File: config.mk
export PLATFORM = sky130hd
export DESIGN_NAME = cfg_serial_port
export DESIGN_NICKNAME = d
export VERILOG_FILES = /design/src/rtl/cfg_serial_pkg.sv /design/src/rtl/cfg_sync_edge.sv /design/src/rtl/cfg_shift_in.sv /design/src/rtl/cfg_reg_bank.sv /design/src/rtl/cfg_readback.sv /design/src/rtl/cfg_serial_port.sv
export SDC_FILE = /design/constraint.sdc
export NUM_CORES = 1
export LEC_CHECK = 0
export BUFFER_PORTS_ARGS = -buffer_cell sky130_fd_sc_hd__buf_2
export CAP_MARGIN = 25
export CORE_AREA = 2 2 211 213
export CTS_BUF_LIST = sky130_fd_sc_hd__clkbuf_16
export DETAILED_ROUTE_END_ITERATION = 8
export DIE_AREA = 0 0 213 215
export GPL_TIMING_DRIVEN = 0
export PLACE_DENSITY = 0.72
export SLEW_MARGIN = 20
export SYNTH_ARGS = -nofsm -noshare
export SYNTH_HDL_FRONTEND = slang
export SYNTH_SLANG_ARGS = --single-unit
File: constraint.sdc
create_clock -name clk -period 3.1 [get_ports clk]
set_input_delay 0.155 -clock clk [delete_from_list [all_inputs] [get_ports clk]]
set_output_delay 0.155 -clock clk [all_outputs]
set_load 0.005 [all_outputs]
File: src/rtl/cfg_serial_pkg.sv
package cfg_serial_pkg;
  localparam int SYNC_INPUTS = 4;
  localparam int IDX_CE    = 3;
  localparam int IDX_SCLK  = 2;
  localparam int IDX_SDATA = 1;
  localparam int IDX_SLE   = 0;

  typedef enum logic [1:0] {
    RB_IDLE  = 2'd0,
    RB_WAIT  = 2'd1,
    RB_SHIFT = 2'd2
  } rb_state_e;
endpackage

File: src/rtl/cfg_sync_edge.sv
module cfg_sync_edge #(
  parameter int W      = 4,
  parameter int STAGES = 2
) (
  input  logic         clk,
  input  logic         rst,
  input  logic [W-1:0] din,
  output logic [W-1:0] lvl,
  output logic [W-1:0] rise,
  output logic [W-1:0] fall
);
  logic [W-1:0] stage_q [STAGES];
  logic [W-1:0] prev_q;

  genvar s;
  generate
    for (s = 0; s < STAGES; s++) begin : g_stage
      if (s == 0) begin : g_first
        always_ff @(posedge clk) begin
          if (rst) stage_q[s] <= '0;
          else     stage_q[s] <= din;
        end
      end else begin : g_next
        always_ff @(posedge clk) begin
          if (rst) stage_q[s] <= '0;
          else     stage_q[s] <= stage_q[s-1];
        end
      end
    end
  endgenerate

  always_ff @(posedge clk) begin
    if (rst) prev_q <= '0;
    else     prev_q <= stage_q[STAGES-1];
  end

  assign lvl  = stage_q[STAGES-1];
  assign rise = stage_q[STAGES-1] & ~prev_q;
  assign fall = ~stage_q[STAGES-1] & prev_q;
endmodule

File: src/rtl/cfg_shift_in.sv
module cfg_shift_in #(
  parameter int WORD_W = 32
) (
  input  logic              clk,
  input  logic              rst,
  input  logic              step,
  input  logic              bit_in,
  output logic [WORD_W-1:0] word_o
);
  always_ff @(posedge clk) begin
    if (rst)       word_o <= '0;
    else if (step) word_o <= {word_o[WORD_W-2:0], bit_in};
  end
endmodule

File: src/rtl/cfg_reg_bank.sv
module cfg_reg_bank #(
  parameter int NREG   = 16,
  parameter int WORD_W = 32,
  parameter int ADDR_W = $clog2(NREG)
) (
  input  logic                   clk,
  input  logic                   rst,
  input  logic                   we,
  input  logic [ADDR_W-1:0]      addr,
  input  logic [WORD_W-1:0]      wdata,
  output logic [NREG*WORD_W-1:0] regs_o
);
  genvar i;
  generate
    for (i = 0; i < NREG; i++) begin : g_reg
      logic [WORD_W-1:0] q;
      always_ff @(posedge clk) begin
        if (rst)                            q <= '0;
        else if (we && addr == ADDR_W'(i))  q <= wdata;
      end
      assign regs_o[i*WORD_W +: WORD_W] = q;
    end
  endgenerate
endmodule

File: src/rtl/cfg_readback.sv
module cfg_readback
  import cfg_serial_pkg::*;
#(
  parameter int RB_W = 16
) (
  input  logic            clk,
  input  logic            rst,
  input  logic            start,
  input  logic            abort,
  input  logic            step,
  input  logic [RB_W-1:0] value_i,
  output logic            busy_o,
  output logic [RB_W-1:0] cap_o,
  output logic            sread_o,
  output logic            sread_en_o
);
  localparam int LAST_CNT = RB_W + 1;
  localparam int CNT_W    = $clog2(RB_W + 3);

  rb_state_e        state_q;
  logic [CNT_W-1:0] cnt_q;

  always_ff @(posedge clk) begin
    if (rst) begin
      state_q    <= RB_IDLE;
      cnt_q      <= '0;
      cap_o      <= '0;
      sread_o    <= 1'b0;
      sread_en_o <= 1'b0;
    end else if (abort) begin
      state_q    <= RB_IDLE;
      cnt_q      <= '0;
      sread_o    <= 1'b0;
      sread_en_o <= 1'b0;
    end else if (start) begin
      state_q    <= RB_WAIT;
      cnt_q      <= '0;
      cap_o      <= value_i;
      sread_o    <= 1'b0;
      sread_en_o <= 1'b0;
    end else if (step && state_q != RB_IDLE) begin
      cnt_q <= cnt_q + 1'b1;
      if (cnt_q == '0) begin
        state_q    <= RB_SHIFT;
        sread_o    <= 1'b0;
        sread_en_o <= 1'b1;
      end else if (cnt_q == CNT_W'(LAST_CNT)) begin
        state_q    <= RB_IDLE;
        sread_o    <= 1'b0;
        sread_en_o <= 1'b0;
      end else begin
        sread_o    <= cap_o[CNT_W'(RB_W) - cnt_q];
        sread_en_o <= 1'b1;
      end
    end
  end

  assign busy_o = (state_q != RB_IDLE);
endmodule

File: src/rtl/cfg_serial_port.sv
module cfg_serial_port
  import cfg_serial_pkg::*;
#(
  parameter int NREG        = 16,
  parameter int WORD_W      = 32,
  parameter int RB_W        = 16,
  parameter int RB_ADDR     = 7,
  parameter int RB_REQ_BIT  = 8,
  parameter int SYNC_STAGES = 2
) (
  input  logic                   clk,
  input  logic                   rst,
  input  logic                   ce_i,
  input  logic                   sclk_i,
  input  logic                   sdata_i,
  input  logic                   sle_i,
  input  logic [RB_W-1:0]        rb_value_i,
  output logic                   sread_o,
  output logic                   sread_en_o,
  output logic [NREG*WORD_W-1:0] regs_o
);
  localparam int ADDR_W = $clog2(NREG);

  logic [SYNC_INPUTS-1:0] raw, lvl, rise, fall;
  logic ce_s, sle_s, sclk_rise, sle_rise, sle_fall;
  logic shift_step, load, rb_start, rb_abort, rb_busy;
  logic [WORD_W-1:0] word;
  logic [RB_W-1:0]   rb_cap;

  assign raw[IDX_CE]    = ce_i;
  assign raw[IDX_SCLK]  = sclk_i;
  assign raw[IDX_SDATA] = sdata_i;
  assign raw[IDX_SLE]   = sle_i;

  cfg_sync_edge #(.W(SYNC_INPUTS), .STAGES(SYNC_STAGES)) sync_i (
    .clk(clk), .rst(rst), .din(raw), .lvl(lvl), .rise(rise), .fall(fall)
  );

  assign ce_s      = lvl[IDX_CE];
  assign sle_s     = lvl[IDX_SLE];
  assign sclk_rise = rise[IDX_SCLK];
  assign sle_rise  = rise[IDX_SLE];
  assign sle_fall  = fall[IDX_SLE];

  assign shift_step = sclk_rise & ce_s;
  assign load       = sle_rise & ce_s;
  assign rb_start   = load && (word[ADDR_W-1:0] == ADDR_W'(RB_ADDR)) && word[RB_REQ_BIT];
  assign rb_abort   = sle_fall | ~ce_s;

  cfg_shift_in #(.WORD_W(WORD_W)) shift_i (
    .clk(clk), .rst(rst), .step(shift_step), .bit_in(lvl[IDX_SDATA]), .word_o(word)
  );

  cfg_reg_bank #(.NREG(NREG), .WORD_W(WORD_W), .ADDR_W(ADDR_W)) bank_i (
    .clk(clk), .rst(rst), .we(load), .addr(word[ADDR_W-1:0]), .wdata(word),
    .regs_o(regs_o)
  );

  cfg_readback #(.RB_W(RB_W)) rb_i (
    .clk(clk), .rst(rst), .start(rb_start), .abort(rb_abort), .step(shift_step),
    .value_i(rb_value_i), .busy_o(rb_busy), .cap_o(rb_cap),
    .sread_o(sread_o), .sread_en_o(sread_en_o)
  );
endmodule

# == Word level (Yosys, flattened, before mapping) ==
# Memory sizes are Yosys's and may differ from the RTL's.
# Cells that the tools add are included.
# op_classes
add_sub_neg,2
n_mul,0
div_mod_pow,0
n_lt_le_gt_ge,1
n_eq_ne,16
n_shift,0
muxes,15
n_bitwise,11
reduce_logical,29
# op_table
cell,n
"4-bit == test, second input constant",8
1-bit logical AND,18
"4-bit by 3-bit == test with 1-bit output, second input constant",4
1-bit 2-to-1 mux,10
"4-bit by 2-bit == test with 1-bit output, second input constant",2
4-bit 2-to-1 mux,2
2-bit AND reduction,3
2-bit nonzero test,3
"5-bit by 1-bit adder with 5-bit output, second input constant",1
"5-bit == test, second input constant",1
5-bit logical NOT,1
"5-bit < comparator, second input constant",1
"5-bit subtractor, first input constant",1
1-bit binary-select mux with 4-bit select,1
"4-bit by 1-bit == test with 1-bit output, second input constant",1
4-bit logical NOT,1
2-bit 2-to-1 mux,2
1-bit AND,3
3-bit AND,1
1-bit NOT,3
3-bit NOT,1
1-bit bitwise OR,3
3-bit nonzero test,1
3-bit OR reduction,1
2-bit OR reduction,1
# totals
register_bits,572
latchBits,0
ramBits,8
romBits,0
word_cells,99
mem_count,1
# mem_list
memory,words,width,read_ports,rd_ports_with_merged_regs,wr,line,text
sync_i.stage_q,2,4,2,0,2,cfg_sync_edge.sv:12,logic [W-1:0] stage_q [STAGES];

# == Depth between registers and ports, before layout ==
# logic_depth
ltp_word,7
depth_mapped,7
depth_no_buf,6

# == Hierarchy ==
# A second synthesis with hierarchy kept.
# hier_totals
cells_unflattened,2043
hier_area_um2,22529.1
# modules_own_cells
module,n_inst,cells_per_inst,area_each_um2,seq_area_each_um2
cfg_reg_bank,1,1772,19776.5,10249.8
cfg_shift_in,1,103,1163.6,640.6
cfg_readback,1,130,1137.3,500.5
cfg_sync_edge,1,33,416.6,240.2
cfg_serial_port,1,5,35.0,0.0

# == Worst setup path before layout ==
# Ideal clock, no wire load.
# synth_timing
path_kind,register to register
from,register rb_i.cnt_q[0]
to,register rb_i.sread_o
arrival_time_ns,1.799
required_ns,3.026
path_slack_ns,1.227
stages_incl_launch_ff,8
n_path_buf,1
path_cell_list,dfxtp_1 buf_6 inv_1 ha_1 mux4_2 mux2i_1 or4b_1 a31oi_1
# synth_via
elab_chain_len,5
word_cells_on_any_way,7
cone_classes,add/sub: 1; eq/ne: 1; mux: 4; reduce/logical: 1
# synth_rtl
item,line,text
start: declaration,cfg_readback.sv:21,logic [CNT_W-1:0] cnt_q;
start signal: assignment,cfg_readback.sv:42,cnt_q <= cnt_q + 1'b1;
5-bit subtractor,cfg_readback.sv:52,sread_o <= cap_o[CNT_W'(RB_W) - cnt_q];
1-bit binary-select mux with 4-bit select,cfg_readback.sv:52,
1-bit 2-to-1 mux (not written as such),cfg_readback.sv:52,
1-bit 2-to-1 mux,cfg_readback.sv:47,end else if (cnt_q == CNT_W'(LAST_CNT)) begin
1-bit 2-to-1 mux *,cfg_readback.sv:43,if (cnt_q == '0) begin
end signal: assignment,cfg_readback.sv:52,
end: declaration,cfg_readback.sv:14,"output logic sread_o,"
# Every way passes the cells marked *; elsewhere a longest branch is shown, timed or not. The select of a mux whose other input is x is not followed.
# A chain may end at the register's enable or synchronous reset.

# == Worst setup path after layout ==
# layout_timing
from,input rst
to,register bank_i.g_reg[5].q[9]
# layout_lines
item,line,text
start: declaration,cfg_serial_port.sv:12,"input logic rst,"
end signal: assignment,cfg_reg_bank.sv:19,else if (we && addr == ADDR_W'(i)) q <= wdata;
end: declaration,cfg_reg_bank.sv:16,logic [WORD_W-1:0] q;
# No word-level cell between the ends.

==> run metrics <==
status=finished, final reports clean; largest net degree at the start of global routing=17; total CTS buffers=58; CP Capture Type=flop; synthesized area=20150 um2; post_cts resized=0; setup TNS=0 ns; peak supply drop=between 0.5 and 0.6 mV; starting density of the core=46.16%; hpwl dp=~57 mm; # fillers=3945; Die Area=45800 um2; RSZ-0062 raised after global routing=no; initial antenna violation count=1; Avg Inst Size Synth=8.049 um2; count of cell types in the netlist=40; Tightest Pin Transition=approximately 1.1 ns; yosys warns=0; Placement Cell Area=23560 um2; drt drc=0; first-pass GRT wire length=between 100 and 150 mm; CTS Buffer Depth=3; Skew-Pair Late Insertion Delay=around 0.64 ns; leakage=10.41 nW; Layout Utilization=roughly three fifths; crit path kind=input port to flop; Die Ht=~220 um; mean routed wirelength per cell=20.73 um; num rows=77; PwrDens=roughly 560 nW/um2; Max Transition Viols Final=0; CTS sink cnt=579; Crit path required time=3.57 ns; area of the core=roughly 44000 um2; Worst Hold Class=input port to flop; Synthesized Nets=2528; Synth top cells by count=nand2_1 (979), dfxtp_1 (579), a21oi_1 (499), clkbuf_1 (149), nor2_1 (73); dpl cells=approximately 3600; GRT Residual Overflow=0; layout cells sized above 1=a little under a quarter; Yosys reg bits=579; postcts setup bufs=0; final setup vio count=0; Nets=3144; Final GP Congestion=0.9221; Detail Route Antenna Nets=0; Synth area leader=dfxtp_1; Synth area leaders=dfxtp_1 (58%), nand2_1 (18%), a21oi_1 (12%); skew final=about 0.023 ns; worst hold path depth=3; PortBufs=535; share of the synthesized area in the top cell type=57.54%; worst reg-to-reg path cell count=6; crit path launch type=input port; Iteration-0 DRC Markers=1804; I/O pins=~540; CTS tree=built; asr flop ratio synth=0%; Vias=19980; critical path peak fanout=10; Area growth syn-to-layout=26.72%; slew margin rel.=25.77%; Hold-fix buffers, CTS=21; count leader, synth=nand2_1; GR Util All Layers=between 30 and 40%; final hold vios=0; Syn Inst Count=2503; Fmax=418.4 MHz; Main synth FF type=dfxtp_1; Setup WS post-layout=0.7097 ns; die extent in x=213 um; cell area after layout=roughly 26000 um2; Place WS=0.6780 ns; number of global-route vias before repair=19130; worst endpoint data arrival time=2.86 ns; clk slew on worst S/H paths=~0.06 ns; Post-synth EDFFs=0; Via density=5.324; Total Wirelength=77.77 mm; minimum clock period=2.390 ns; Finished Layout Cells=3752; post-synthesis sequential area ratio=a little under three fifths; CTS Root Cell=clkbuf_16; First-pass DRT Iterations=6; max-cap viol count=0; fin crit share=77.11%; Max H-tree Level=2
## report_power, final
group / leakage, nW / internal (W) / total (W) / switching, W
combinational: 4.85 / 0.0000512 / 0.000215 / 0.000164
sequential: 4.66 / 0.00745 / 0.00745 / 0.00000372
clock: 0.901 / 0.00362 / 0.00660 / 0.00298
total: 10.4 / 0.0111 / 0.0143 / 0.00314
## cells by family after synthesis
family	after synthesis	synth area share (%)
buf+inv	237	5.124
xor+xnor	6	0.2609
simple gates	1166	23.74
flops	579	57.54
mux	6	0.5528
fa+ha+maj	3	0.1863
compound gates	506	12.60
## cell type report
cell class / instances / area (um2) / area share (%)
Clock buffer: 58 / 1451 / 5.685
Sequential cell: 579 / 11590 / 45.41
Clock inverter: 41 / 297.8 / 1.166
Tap cell: 592 / 740.7 / 2.902
Multi-Input combinational cell: 1687 / 7522 / 29.47
Antenna cell: 2 / 5.005 / 0.01960
Timing Repair Buffer: 556 / 2888 / 11.31
Inverter: 4 / 15.01 / 0.05881
Buffer: 233 / 1017 / 3.985
## sequential cells by signal (all words and copies together) (netlist names)
| signal | count |
|---|---|
| bank_i.g.q | 512 |
| shift_i.word_o | 32 |
| rb_i.cap_o | 16 |
| sync_i.stage_q | 8 |
| rb_i.cnt_q | 5 |
| rb_i.state_q | 2 |
| sync_i.prev_q | 2 |
| rb_i.sread_en_o | 1 |
| rb_i.sread_o | 1 |
## worst max-delay path: stages
cell,delay [ns]
dlygate4sd3_1,0.55
buf_2,0.13
clkbuf_1,0.67
clkbuf_1,0.60
clkbuf_1,0.65
a21oi_1,0.08
## through the flow
| stage | hold slack (ns) | power (W) |
|---|---|---|
| 2_1_floorplan | 0.2832 | 0.007723 |
| 3_3_place_gp | 0.3687 | 0.007799 |
| 3_5_place_dp | 0.3690 | 0.007802 |
| 4_1_cts | 0.2972 | 0.01429 |
| 5_1_grt | 0.3446 | 0.01462 |
| 6_report | 0.3063 | 0.01426 |
## final timing paths
check,endpoint,from,slack (ns)
min reg2reg,sync_i.stage_q[1][2],sync_i.stage_q[0][2],0.43
max reg2reg,bank_i.g_reg[4].q[18],sync_i.stage_q[1][3],0.88
min,sync_i.stage_q[0][1],sdata_i,0.31
max,bank_i.g_reg[5].q[9],rst,0.71
## per-layer routing
layer  routed length (um)  global-route usage (%)  vias to the layer above
met1                28890                   37.77                     9524
met5                    0                       0                        -
li1                     -                       -                     9244
met2                37440                   56.51                      998
met4                 3858                   15.31                        0
met3                 7585                   9.119                      210
## cells in the final DEF, fill, tap and decap left out, types with 2 or more instances in the layout
| cell | instances |
|---|---|
| buf_4 | 14 |
| nor3_2 | 11 |
| buf_1 | 3 |
| nand2b_1 | 4 |
| a21oi_1 | 499 |
| nand3b_1 | 2 |
| dfxtp_1 | 579 |
| nor2_1 | 73 |
| dlygate4sd3_1 | 21 |
| clkbuf_16 | 58 |
| ha_1 | 3 |
| or3_1 | 4 |
| nor3b_1 | 32 |
| nor3_1 | 4 |
| clkinv_1 | 15 |
| nand2_1 | 979 |
| xnor2_1 | 6 |
| and3_1 | 4 |
| clkinv_8 | 2 |
| mux4_2 | 4 |
| nand3_2 | 7 |
| nor2b_1 | 13 |
| bufinv_16 | 3 |
| clkbuf_1 | 149 |
| inv_1 | 16 |
| nand3_1 | 23 |
| o21ai_0 | 4 |
| clkinv_2 | 7 |
| buf_2 | 600 |
| diode_2 | 2 |
No activity file was read; power rests on OpenSTA's default activity.
